File: src/rtl/kbi_pkg.sv
package kbi_pkg;
  typedef enum logic [1:0] {
    KB_RST_HOLD = 2'b00,  // reset keyboard, request untouched
    KB_NORMAL   = 2'b01,
    KB_RST_CLR  = 2'b10,  // reset keyboard, request dropped
    KB_QUIET    = 2'b11
  } kb_mode_e;
endpackage

File: src/rtl/kbi_mode_reg.sv
module kbi_mode_reg
  import kbi_pkg::*;
(
  input  logic       clk_i,
  input  logic       rst_ni,
  input  logic       mode_we_i,
  input  logic [1:0] mode_i,
  output kb_mode_e   mode_o,
  output logic       clr_irq_o,
  output logic       start_rst_o
);
  kb_mode_e mode_q;
  kb_mode_e mode_new;

  assign mode_new = kb_mode_e'(mode_i);

  always_ff @(posedge clk_i or negedge rst_ni) begin
    if (!rst_ni)        mode_q <= KB_NORMAL;
    else if (mode_we_i) mode_q <= mode_new;
  end

  always_comb begin
    clr_irq_o   = 1'b0;
    start_rst_o = 1'b0;
    if (mode_we_i) begin
      unique case (mode_new)
        KB_QUIET:    clr_irq_o = 1'b1;
        KB_RST_CLR:  begin clr_irq_o = 1'b1; start_rst_o = 1'b1; end
        KB_RST_HOLD: start_rst_o = 1'b1;
        default:     ;
      endcase
    end
  end

  assign mode_o = mode_q;
endmodule

File: src/rtl/kbi_reset_timer.sv
module kbi_reset_timer #(
  parameter int RESET_TICKS = 5,
  localparam int CNT_W = $clog2(RESET_TICKS + 1)
) (
  input  logic             clk_i,
  input  logic             rst_ni,
  input  logic             start_i,
  input  logic             tick_i,
  output logic [CNT_W-1:0] cnt_o,
  output logic             post_o
);
  logic [CNT_W-1:0] cnt_q;

  always_ff @(posedge clk_i or negedge rst_ni) begin
    if (!rst_ni)                      cnt_q <= '0;
    else if (start_i)                 cnt_q <= CNT_W'(RESET_TICKS);
    else if (tick_i && cnt_q != '0)   cnt_q <= cnt_q - 1'b1;
  end

  // fires on the edge that takes the count from one to zero
  assign post_o = tick_i && !start_i && (cnt_q == CNT_W'(1));
  assign cnt_o  = cnt_q;
endmodule

File: src/rtl/kbi_data_reg.sv
module kbi_data_reg #(
  parameter int               DATA_W   = 8,
  parameter logic [DATA_W-1:0] POST_CODE = 8'hAA
) (
  input  logic              clk_i,
  input  logic              rst_ni,
  input  logic              rx_en_i,
  input  logic [DATA_W-1:0] code_i,
  input  logic              rd_i,
  input  logic              post_i,
  input  logic              clr_irq_i,
  output logic [DATA_W-1:0] data_o,
  output logic              full_o,
  output logic              irq_o
);
  logic [DATA_W-1:0] data_q;
  logic              full_q, irq_q;

  // priority: self-test post, read, receive, mode clear
  always_ff @(posedge clk_i or negedge rst_ni) begin
    if (!rst_ni) begin
      data_q <= '0;
      full_q <= 1'b0;
      irq_q  <= 1'b0;
    end else if (post_i) begin
      data_q <= POST_CODE;
      full_q <= 1'b1;
      irq_q  <= 1'b1;
    end else if (rd_i) begin
      data_q <= '0;
      full_q <= 1'b0;
      irq_q  <= 1'b0;
    end else if (rx_en_i && !full_q) begin
      data_q <= code_i;
      full_q <= 1'b1;
      irq_q  <= !clr_irq_i;
    end else if (clr_irq_i) begin
      irq_q  <= 1'b0;
    end
  end

  assign data_o = data_q;
  assign full_o = full_q;
  assign irq_o  = irq_q;
endmodule

File: src/rtl/kbi_ctrl.sv
module kbi_ctrl
  import kbi_pkg::*;
#(
  parameter int               DATA_W      = 8,
  parameter int               RESET_TICKS = 5,
  parameter logic [DATA_W-1:0] POST_CODE  = 8'hAA,
  localparam int CNT_W = $clog2(RESET_TICKS + 1)
) (
  input  logic              clk_i,
  input  logic              rst_ni,
  input  logic              mode_we_i,
  input  logic [1:0]        mode_i,
  input  logic              code_valid_i,
  input  logic [DATA_W-1:0] code_i,
  input  logic              rd_i,
  input  logic              tick_i,
  output logic [DATA_W-1:0] data_o,
  output logic              irq_o
);
  kb_mode_e         mode_q;
  logic             clr_irq, start_rst, post_w, full_w;
  logic [CNT_W-1:0] tmr_cnt;

  kbi_mode_reg u_mode (
    .clk_i(clk_i), .rst_ni(rst_ni), .mode_we_i(mode_we_i), .mode_i(mode_i),
    .mode_o(mode_q), .clr_irq_o(clr_irq), .start_rst_o(start_rst)
  );

  kbi_reset_timer #(.RESET_TICKS(RESET_TICKS)) u_tmr (
    .clk_i(clk_i), .rst_ni(rst_ni), .start_i(start_rst), .tick_i(tick_i),
    .cnt_o(tmr_cnt), .post_o(post_w)
  );

  kbi_data_reg #(.DATA_W(DATA_W), .POST_CODE(POST_CODE)) u_data (
    .clk_i(clk_i), .rst_ni(rst_ni),
    .rx_en_i(code_valid_i && mode_q == KB_NORMAL), .code_i(code_i),
    .rd_i(rd_i), .post_i(post_w), .clr_irq_i(clr_irq),
    .data_o(data_o), .full_o(full_w), .irq_o(irq_o)
  );
endmodule

File: config.mk
export PLATFORM = sky130hd
export DESIGN_NAME = kbi_ctrl
export DESIGN_NICKNAME = d
export VERILOG_FILES = /design/src/rtl/kbi_pkg.sv /design/src/rtl/kbi_mode_reg.sv /design/src/rtl/kbi_reset_timer.sv /design/src/rtl/kbi_data_reg.sv /design/src/rtl/kbi_ctrl.sv
export SDC_FILE = /design/constraint.sdc
export NUM_CORES = 1
export LEC_CHECK = 0
export ABC_AREA = 1
export CORE_UTILIZATION = 40
export DETAILED_ROUTE_END_ITERATION = 7
export PLACE_DENSITY = 0.75
export SETUP_SLACK_MARGIN = 0.05
export SYNTH_ARGS = -nofsm -noshare
export SYNTH_HDL_FRONTEND = slang
export SYNTH_SLANG_ARGS = --single-unit
File: constraint.sdc
create_clock -name clk_i -period 1.35 [get_ports clk_i]
set_input_delay 0.2025 -clock clk_i [delete_from_list [all_inputs] [get_ports clk_i]]
set_output_delay 0.2025 -clock clk_i [all_outputs]
set_load 0.03 [all_outputs]
Word level (Yosys, flattened, before mapping)
Cells that the tools add are included.

Add/sub/neg operators: 1. Eq/ne operators: 4. Multiplexer cells: 16. Reductions and logical operators: 15.

Operators by type and width (count): 8-bit 2-to-1 mux (3); 1-bit 2-to-1 mux (11); 3-bit 2-to-1 mux (2); 3-bit nonzero test (2); 1-bit logical AND (5); 2-bit equality test, second input constant (2); 4-bit nonzero test (1); 2-bit OR reduction (2); 3-bit by 1-bit equality test with 1-bit output, second input constant (1); 1-bit zero test (3); 3-bit by 1-bit subtractor with 3-bit output, second input constant (1); 2-bit by 1-bit equality test with 1-bit output, second input constant (1); 2-bit zero test (1); 2-bit nonzero test (1).

Register bits: 15. Input port bits: 16. Output and inout port bits: 9. Word-level logic and storage cells: 41.

Logic depth before layout (Yosys ltp)
Gate-level depths: netlist (run 1).

Word-level depth: 8. Depth in mapped cells: 9. Depth with buffers taken out: 9.

Cells and area by module
From an unflattened synthesis (run 1), not the netlist that was laid out.

Cells, all modules: 99. Area total of the unflattened synthesis: 762.0 sq um.

Modules (own cells, without submodules): kbi_data_reg (instances 1, cells each 59, area each 467.9 sq um, sequential area each 250.2 sq um); kbi_reset_timer (instances 1, cells each 27, area each 198.9 sq um, sequential area each 75.1 sq um); kbi_mode_reg (instances 1, cells each 11, area each 85.1 sq um, sequential area each 51.3 sq um); kbi_ctrl (instances 1, cells each 2, area each 10.0 sq um, sequential area each 0.0 sq um).

Least setup slack after synthesis (run 1)
Ideal clock, no wire load.

Path type: register -> register. From: reg u_tmr.cnt_q[0], in the netlist u_tmr.cnt_o[0]. To: reg u_tmr.cnt_q[1], in the netlist u_tmr.cnt_o[1]. Library setup time: 0.125 ns. Arrival: 1.065 ns. Data required time: 1.225 ns. Path slack: 0.161 ns. Cell stages (with the launch flop): 10. Buffers on the path: 0. Period minus slack after synthesis: 1.189 ns. Cell sequence: dfrtp_1 > inv_1 > ha_1 > ha_1 > inv_1 > nand2_1 > inv_2 > nand2_1 > nand2_1 > a21oi_1.

Cells in the longest elaborated chain, start to end: 3. Elaborated cells on any way between the ends: 6. Classes of those cells: add/sub (1); mux (2); reduce/logical (3).

Ends and longest elaborated chain: start, declared (RTL line kbi_reset_timer.sv:12) `logic [CNT_W-1:0] cnt_q;`; start signal, assigned (RTL line kbi_reset_timer.sv:16) `else if (start_i) cnt_q <= CNT_W'(RESET_TICKS);`; start signal, assigned (RTL line kbi_reset_timer.sv:17) `else if (tick_i && cnt_q != '0) cnt_q <= cnt_q - 1'b1;`; 3-bit by 1-bit subtractor with 3-bit output or 3-bit nonzero test (tied branches) (RTL line kbi_reset_timer.sv:17); 3-bit 2-to-1 mux or 1-bit logical AND (tied branches) (RTL line kbi_reset_timer.sv:17); 3-bit 2-to-1 mux or 2-bit nonzero test (tied branches).

Several ways; a longest one is shown, not always the timed one. The select of a mux whose other input is x is not followed. A chain may end at the register's enable or synchronous reset.

Worst setup path after layout (run 1)
Ends and elaborated chain as after synthesis.

==> out/metrics.cfg, run 1 <==
[sta]
skew_ns = 0.002969
timing.final.hold_violations = 0
fin_setup_tns_ns = 0
maxSlewViolCount = 0
relSlewSlack_pct = 79.73
max_freq_mhz = 803.2
fin_crit_ns = 1.245
layout_setup_ws_ns = 0.1050
layout_worst_path_cycle_share_pct = 92.22
worstMarginPinSlew_ns = 0.3053
rsz0062_at_grt = true
timing.hold.ws_ns = 0.2377
setup_viol = 0

[worst_setup_path]
end_kind = register
critPathMaxFanout = 5
worstReg2RegEnd = u_tmr.cnt_o[1]
critPathLaunchType = register
crit_arrival_ns = 1.46
r2r_slack_ns = 0.10
rr_worst_depth = 7
cp.required_ns = 1.56
timing.rr.start = u_tmr.cnt_o[0]
worst-setup-path-type = register to register

[clock_network]
clockBufferDepth = 2
root_buffer = clkbuf_4
htreeDepth = 1
cts_buffers = 3
clk_pin_slew_worst_paths_ns = 0.09
clock_latency_ns = 0.28
clock_sinks = 15
cts_tree = done

[die]
core_um2 = 1727
initial_core_util_pct = 42.90
rows = 15
die-area_um2 = 2028
fp.dieW_um = 45.03
io_pins = 25
die_h_um = 45.03

[synth]
ys_types = 20
ys_warn_count = 0
synth_seq_cells = 15
synth_top_cell_by_area = dfrtp_1
synthTopCellsByCount = 19 x nand2_1, 14 x dfrtp_1, 13 x nand3_1
synth_area_leaders = dfrtp_1 47%, nand2_1 9.6%, nand3_1 8.8%, ha_1 5.1%, dfstp_2 3.5%
ys.flop_type = dfrtp_1
syn_avg_cell_area_um2 = 9.496
synth_top_area_share_pct = 47.30
seq_area_frac_synth_pct = 50.84
synth-edff-count = 0
syn-num-nets = 97
synth_cells = 78
synthArstFlopShare_pct = 100.0
yosysMostFrequentCell = nand2_1
syn-cell-area_um2 = 740.7

[global_route]
grt_pass1_wl_um = 2608
grt_use_total_pct = 18.15
antenna_found_initial = 0
grt_max_degree = 16
grt_pass1_vias = 633
grt_overflow = 0

[layout]
utilization_pct = 61.45
nFillCells = 160
instances_no_fill = 134
multi_input_area_um2 = 329.1
drive_gt1_share_pct = 21.10
nNetsFinal = 129
area_growth_pct = 43.24
register_area_um2 = 376.6
antenna_cells = 0

[drt]
drc = 0
wl_per_cell_um = 11.77
drtIter0Drc = 10
ant_nets = 0
firstDrtPassIters = 4
vias_per_cell = 4.881
via_count = 654
drt_wl_total_um = 1577

[run_status]
status = finished, final reports clean

[job]
maxCapViolations = 0

[placement]
dpl.hpwl_um = 1222
gp_congestion = 0.7840
placedCellCount = 129
pre_cts_slack_ns = 0.04489
place.port_buffers = 24

[power]
power_density_nw_per_um2 = 1278
leakagePower_nw = 0.5414
ir_drop_mv = 0.8869

[hold_path]
hold_path_class = input port to asynchronous set/reset pin

==> routing by layer <==
layer  vias up  routed length (µm)  track usage, %
met5         -                   0               0
met4         0                  26           7.879
met3         4                  75           4.000
met2        20                 809           33.33
met1       309                 665           19.75
li1        321                   -               -
==> report_power, final <==
group	internal, mW	total [mW]	switching [mW]	leakage [nW]
clock network	0.115	0.256	0.142	0.0150
registers	0.539	0.592	0.0530	0.192
logic	0.198	0.507	0.310	0.334
==> cell families after synthesis <==
| family | after synthesis | synth area share (%) |
|---|---|---|
| and+or+nand+nor | 41 | 29.56 |
| buffers and inverters | 11 | 6.587 |
| DFF | 15 | 50.85 |
| adders and majority gates | 3 | 5.068 |
| AOI/OAI and AO/OA | 8 | 7.938 |
==> cell usage in the layout (no fill, tap or decap), types with 2 or more instances in the layout <==
| master | count |
|---|---|
| nand2_1 | 18 |
| clkdlybuf4s50_1 | 15 |
| dfrtp_1 | 14 |
| nand3_1 | 13 |
| dlygate4sd2_1 | 8 |
| inv_2 | 6 |
| nand4_1 | 4 |
| buf_4 | 4 |
| inv_1 | 3 |
| clkbuf_4 | 3 |
| nor2_4 | 2 |
| nand2_4 | 2 |
| o211ai_1 | 2 |
| ha_1 | 2 |
==> sequential cells by signal, summed over array words and instances (netlist names) <==
register,cells
u_data.data_o,8
u_mode.mode_o,2
u_data.irq_o,1
u_tmr.cnt_o,3
u_data.full_o,1
==> how the worst max path moves through the flow <==
stage,start,to,slack (ns),cells after the start
3_3_place_gp,code_valid_i,u_data.data_o[4],0.09,7
4_1_cts,u_tmr.cnt_o[0],u_tmr.cnt_o[1],0.05,9
6_report,u_tmr.cnt_o[0],u_tmr.cnt_o[1],0.10,7
3_5_place_dp,mode_we_i,u_data.data_o[2],0.04,5
5_1_grt,u_tmr.cnt_o[0],u_tmr.cnt_o[1],0.04,9
2_1_floorplan,u_tmr.cnt_o[0],u_tmr.cnt_o[1],0.16,9
==> stage by stage <==
step	total power, mW	instance area (µm²)
after detailed placement	1.113	1023
after CTS	1.340	1039
after floorplan	0.9072	740.7
after global routing	1.444	1061
final	1.355	1061
after global placement	1.085	1023
==> final cells by class <==
cell class / count / share of cell area [%]
Sequential cell: 15 / 35.50
Timing Repair Buffer: 28 / 24.53
Clock buffer: 4 / 2.476
Multi-Input combinational cell: 52 / 31.01
Inverter: 10 / 3.538
Tap cell: 25 / 2.948
==> worst max-delay path, cell delays in order (launching register included) <==
cell and delay, ns:
dfrtp_1 0.39, inv_2 0.05, ha_1 0.20, ha_2 0.17, inv_2 0.06, nand2_4 0.06, buf_4 0.13, a21oi_2 0.12
==> repair_timing <==
| item | in CTS | in global routing |
|---|---|---|
| hold buffers | 0 | 0 |
| gates resized for setup | 9 | 8 |
| pin swaps | 0 | 1 |
| endpoints found under the setup margin | 9 | 4 |
| setup buffers | 0 | 1 |
| endpoints found under the hold margin | 0 | 0 |
(Power assumes the default switching activity.)
==> inputs of run 2 (changes only) <==
--- a/config.mk
+++ b/config.mk
@@ -7,6 +7,7 @@
 export LEC_CHECK = 0
 export ABC_AREA = 1
 export CORE_UTILIZATION = 40
+export CTS_CLUSTER_DIAMETER = 120
 export DETAILED_ROUTE_END_ITERATION = 7
 export PLACE_DENSITY = 0.75
 export SETUP_SLACK_MARGIN = 0.05
==> constraint.sdc (replaced) <==
create_clock -name clk_i -period 1.35 [get_ports clk_i]
set_input_delay 0.2025 -clock clk_i [delete_from_list [all_inputs] [get_ports clk_i]]
set_output_delay 0.2025 -clock clk_i [all_outputs]
set_load 0.02 [all_outputs]
==> out/metrics.cfg, run 2 (same netlist as run 1, synthesis figures left out) <==
[run_status]
status = finished, final reports clean  ; unchanged

[sta]
layout_setup_ws_ns = 0.1310  ; was 0.1050 ns
skew_ns = 0.003238  ; was 0.002969 ns
layout_worst_path_cycle_share_pct = 90.30  ; was 92.22%
fin_setup_tns_ns = 0  ; unchanged
fin_crit_ns = 1.219  ; was 1.245 ns
max_freq_mhz = 820.3  ; was 803.2 MHz
maxSlewViolCount = 0  ; unchanged
timing.final.hold_violations = 0  ; unchanged
rsz0062_at_grt = false  ; was true
worstMarginPinSlew_ns = 0.2377  ; was 0.3053 ns
setup_viol = 0  ; unchanged
relSlewSlack_pct = 84.12  ; was 79.73%

[drt]
firstDrtPassIters = 4  ; unchanged
vias_per_cell = 4.896  ; was 4.881
drtIter0Drc = 11  ; was 10
ant_nets = 0  ; unchanged
wl_per_cell_um = 11.81  ; was 11.77 µm
drc = 0  ; unchanged
drt_wl_total_um = 1582  ; was 1577 µm
via_count = 656  ; was 654

[layout]
antenna_cells = 0  ; unchanged
largest_reg_flops = 8  ; unchanged
nNetsFinal = 129  ; unchanged
drive_gt1_share_pct = 22.02  ; was 21.10%
final_cell_mix = 18 x nand2_1, 15 x clkdlybuf4s50_1, 14 x dfrtp_1  ; unchanged
final_common_cell = nand2_1  ; unchanged
nFillCells = 160  ; unchanged
area_growth_pct = 43.41  ; was 43.24%

[worst_setup_path]
crit_chain = inv_2 > ha_2 > ha_2 > inv_2 > nand2_4 > buf_4 > a21oi_2  ; was inv_2 > ha_1 > ha_2 > inv_2 > nand2_4 > buf_4 > a21oi_2
critPathLaunch = u_tmr.cnt_o[0]  ; unchanged
rr_worst_depth = 7  ; unchanged
crit_path_max_incr_delay_ns = 0.39  ; about the same
cp.required_ns = 1.56  ; about the same
critPathLaunchType = register  ; unchanged
crit_arrival_ns = 1.43  ; was 1.46 ns
critPathMaxFanout = 5  ; unchanged
cp_slowest_cell = dfrtp_1  ; unchanged
end_kind = register  ; unchanged
timing.rr.start = u_tmr.cnt_o[0]  ; unchanged
worst-setup-path-type = register to register  ; unchanged
worstReg2RegEnd = u_tmr.cnt_o[1]  ; unchanged
r2r_slack_ns = 0.13  ; was 0.10 ns

[clock_network]
cts_buffers = 3  ; unchanged
clockBufferDepth = 2  ; unchanged
root_buffer = clkbuf_4  ; unchanged
clock_sinks = 15  ; unchanged
cts_tree = done  ; unchanged
htreeDepth = 1  ; unchanged
clock_latency_ns = 0.28  ; about the same
postCtsHoldBufs = 0  ; unchanged
clk_pin_slew_worst_paths_ns = 0.09  ; about the same

[die]
die-area_um2 = 2028  ; unchanged
rows = 15  ; unchanged
die_h_um = 45.03  ; unchanged
core_um2 = 1727  ; unchanged
fp.dieW_um = 45.03  ; unchanged
initial_core_util_pct = 42.90  ; unchanged
io_pins = 25  ; unchanged

[power]
leakagePower_nw = 0.5427  ; was 0.5414 nW
power_density_nw_per_um2 = 1245  ; was 1278 nW/µm²
ir_drop_mv = 0.8847  ; was 0.8869 mV

[global_route]
antenna_found_initial = 0  ; unchanged
grt_max_degree = 16  ; unchanged
grt_overflow = 0  ; unchanged
grt_pass1_vias = 633  ; unchanged
grt_pass1_wl_um = 2608  ; unchanged
grt_use_total_pct = 18.15  ; unchanged

[placement]
pre_cts_slack_ns = 0.04489  ; unchanged
place.port_buffers = 24  ; unchanged
dpl.hpwl_um = 1222  ; unchanged
gp_congestion = 0.7840  ; unchanged

[hold_path]
hold_path_class = input port to asynchronous set/reset pin  ; unchanged

[job]
maxCapViolations = 0  ; unchanged

run 2: per-stage QoR:
| step | total power [mW] | utilization [%] | area (µm²) | instances | hold slack (ns) |
|---|---|---|---|---|---|
| CTS | 1.306 | 60.14 | 1039 | 133 | 0.2454 |
| detailed placement | 1.080 | 59.28 | 1023 | 129 | 0.4770 |
| finish | 1.323 | 61.52 | 1062 | 134 | 0.2377 |
| global route | 1.412 | 61.52 | 1062 | 134 | 0.2621 |
| global placement | 1.051 | 59.28 | 1023 | 129 | 0.4665 |
| floorplan | 0.8741 | - | 740.7 | 78 | -0.09309 |
run 2: cell type report:
class	count	area (µm²)	share of cell area (%)
multi-input cells	52	331.6	31.21
clock buffers	4	26.28	2.473
flip-flops and latches	15	376.6	35.45
well taps	25	31.28	2.945
inverters	10	37.54	3.534
repair buffers	28	259.0	24.38
run 2: worst max path at each step:
stage                  endpoint
2_1_floorplan    u_tmr.cnt_o[1]
3_3_place_gp   u_data.data_o[4]
3_5_place_dp   u_data.data_o[2]
4_1_cts          u_tmr.cnt_o[1]
5_1_grt          u_tmr.cnt_o[1]
6_report         u_tmr.cnt_o[1]
run 2: layer usage:
layer | up-vias | track usage, % | part of all wire (%)
met5 | - | 0 | 0
met3 | 4 | 4.000 | 4.8
met2 | 20 | 33.33 | 51
li1 | 321 | - | -
met4 | 0 | 7.879 | 1.6
met1 | 311 | 19.75 | 42
run 2: critical path: cells and delay by family, from the launching register on:
family | cells | cell delay (ns)
fa+ha+maj | 2 | 0.33
simple gates | 1 | 0.06
flops | 1 | 0.39
compound gates | 1 | 0.12
buf+inv | 3 | 0.24
run 2: where the power goes:
part | switching [mW] | internal (mW)
Clock | 0.141 | 0.115
Combinational | 0.277 | 0.198
Sequential | 0.0528 | 0.539
run 2: timing repair:
action,4_1_cts,5_1_grt
setup buffers,0,1
gates resized for setup,9,8
endpoints found under the hold margin,0,0
endpoints found under the setup margin,9,3
pin swaps,0,1
==> inputs of run 3 (changes only) <==
--- a/config.mk
+++ b/config.mk
@@ -6,6 +6,7 @@
 export NUM_CORES = 1
 export LEC_CHECK = 0
 export ABC_AREA = 1
+export CAP_MARGIN = 15
 export CORE_UTILIZATION = 40
 export CTS_CLUSTER_DIAMETER = 120
 export DETAILED_ROUTE_END_ITERATION = 7
==> results of run 3 <==
Same layout as run 2: the final DEF is identical, and so are final timing and power.
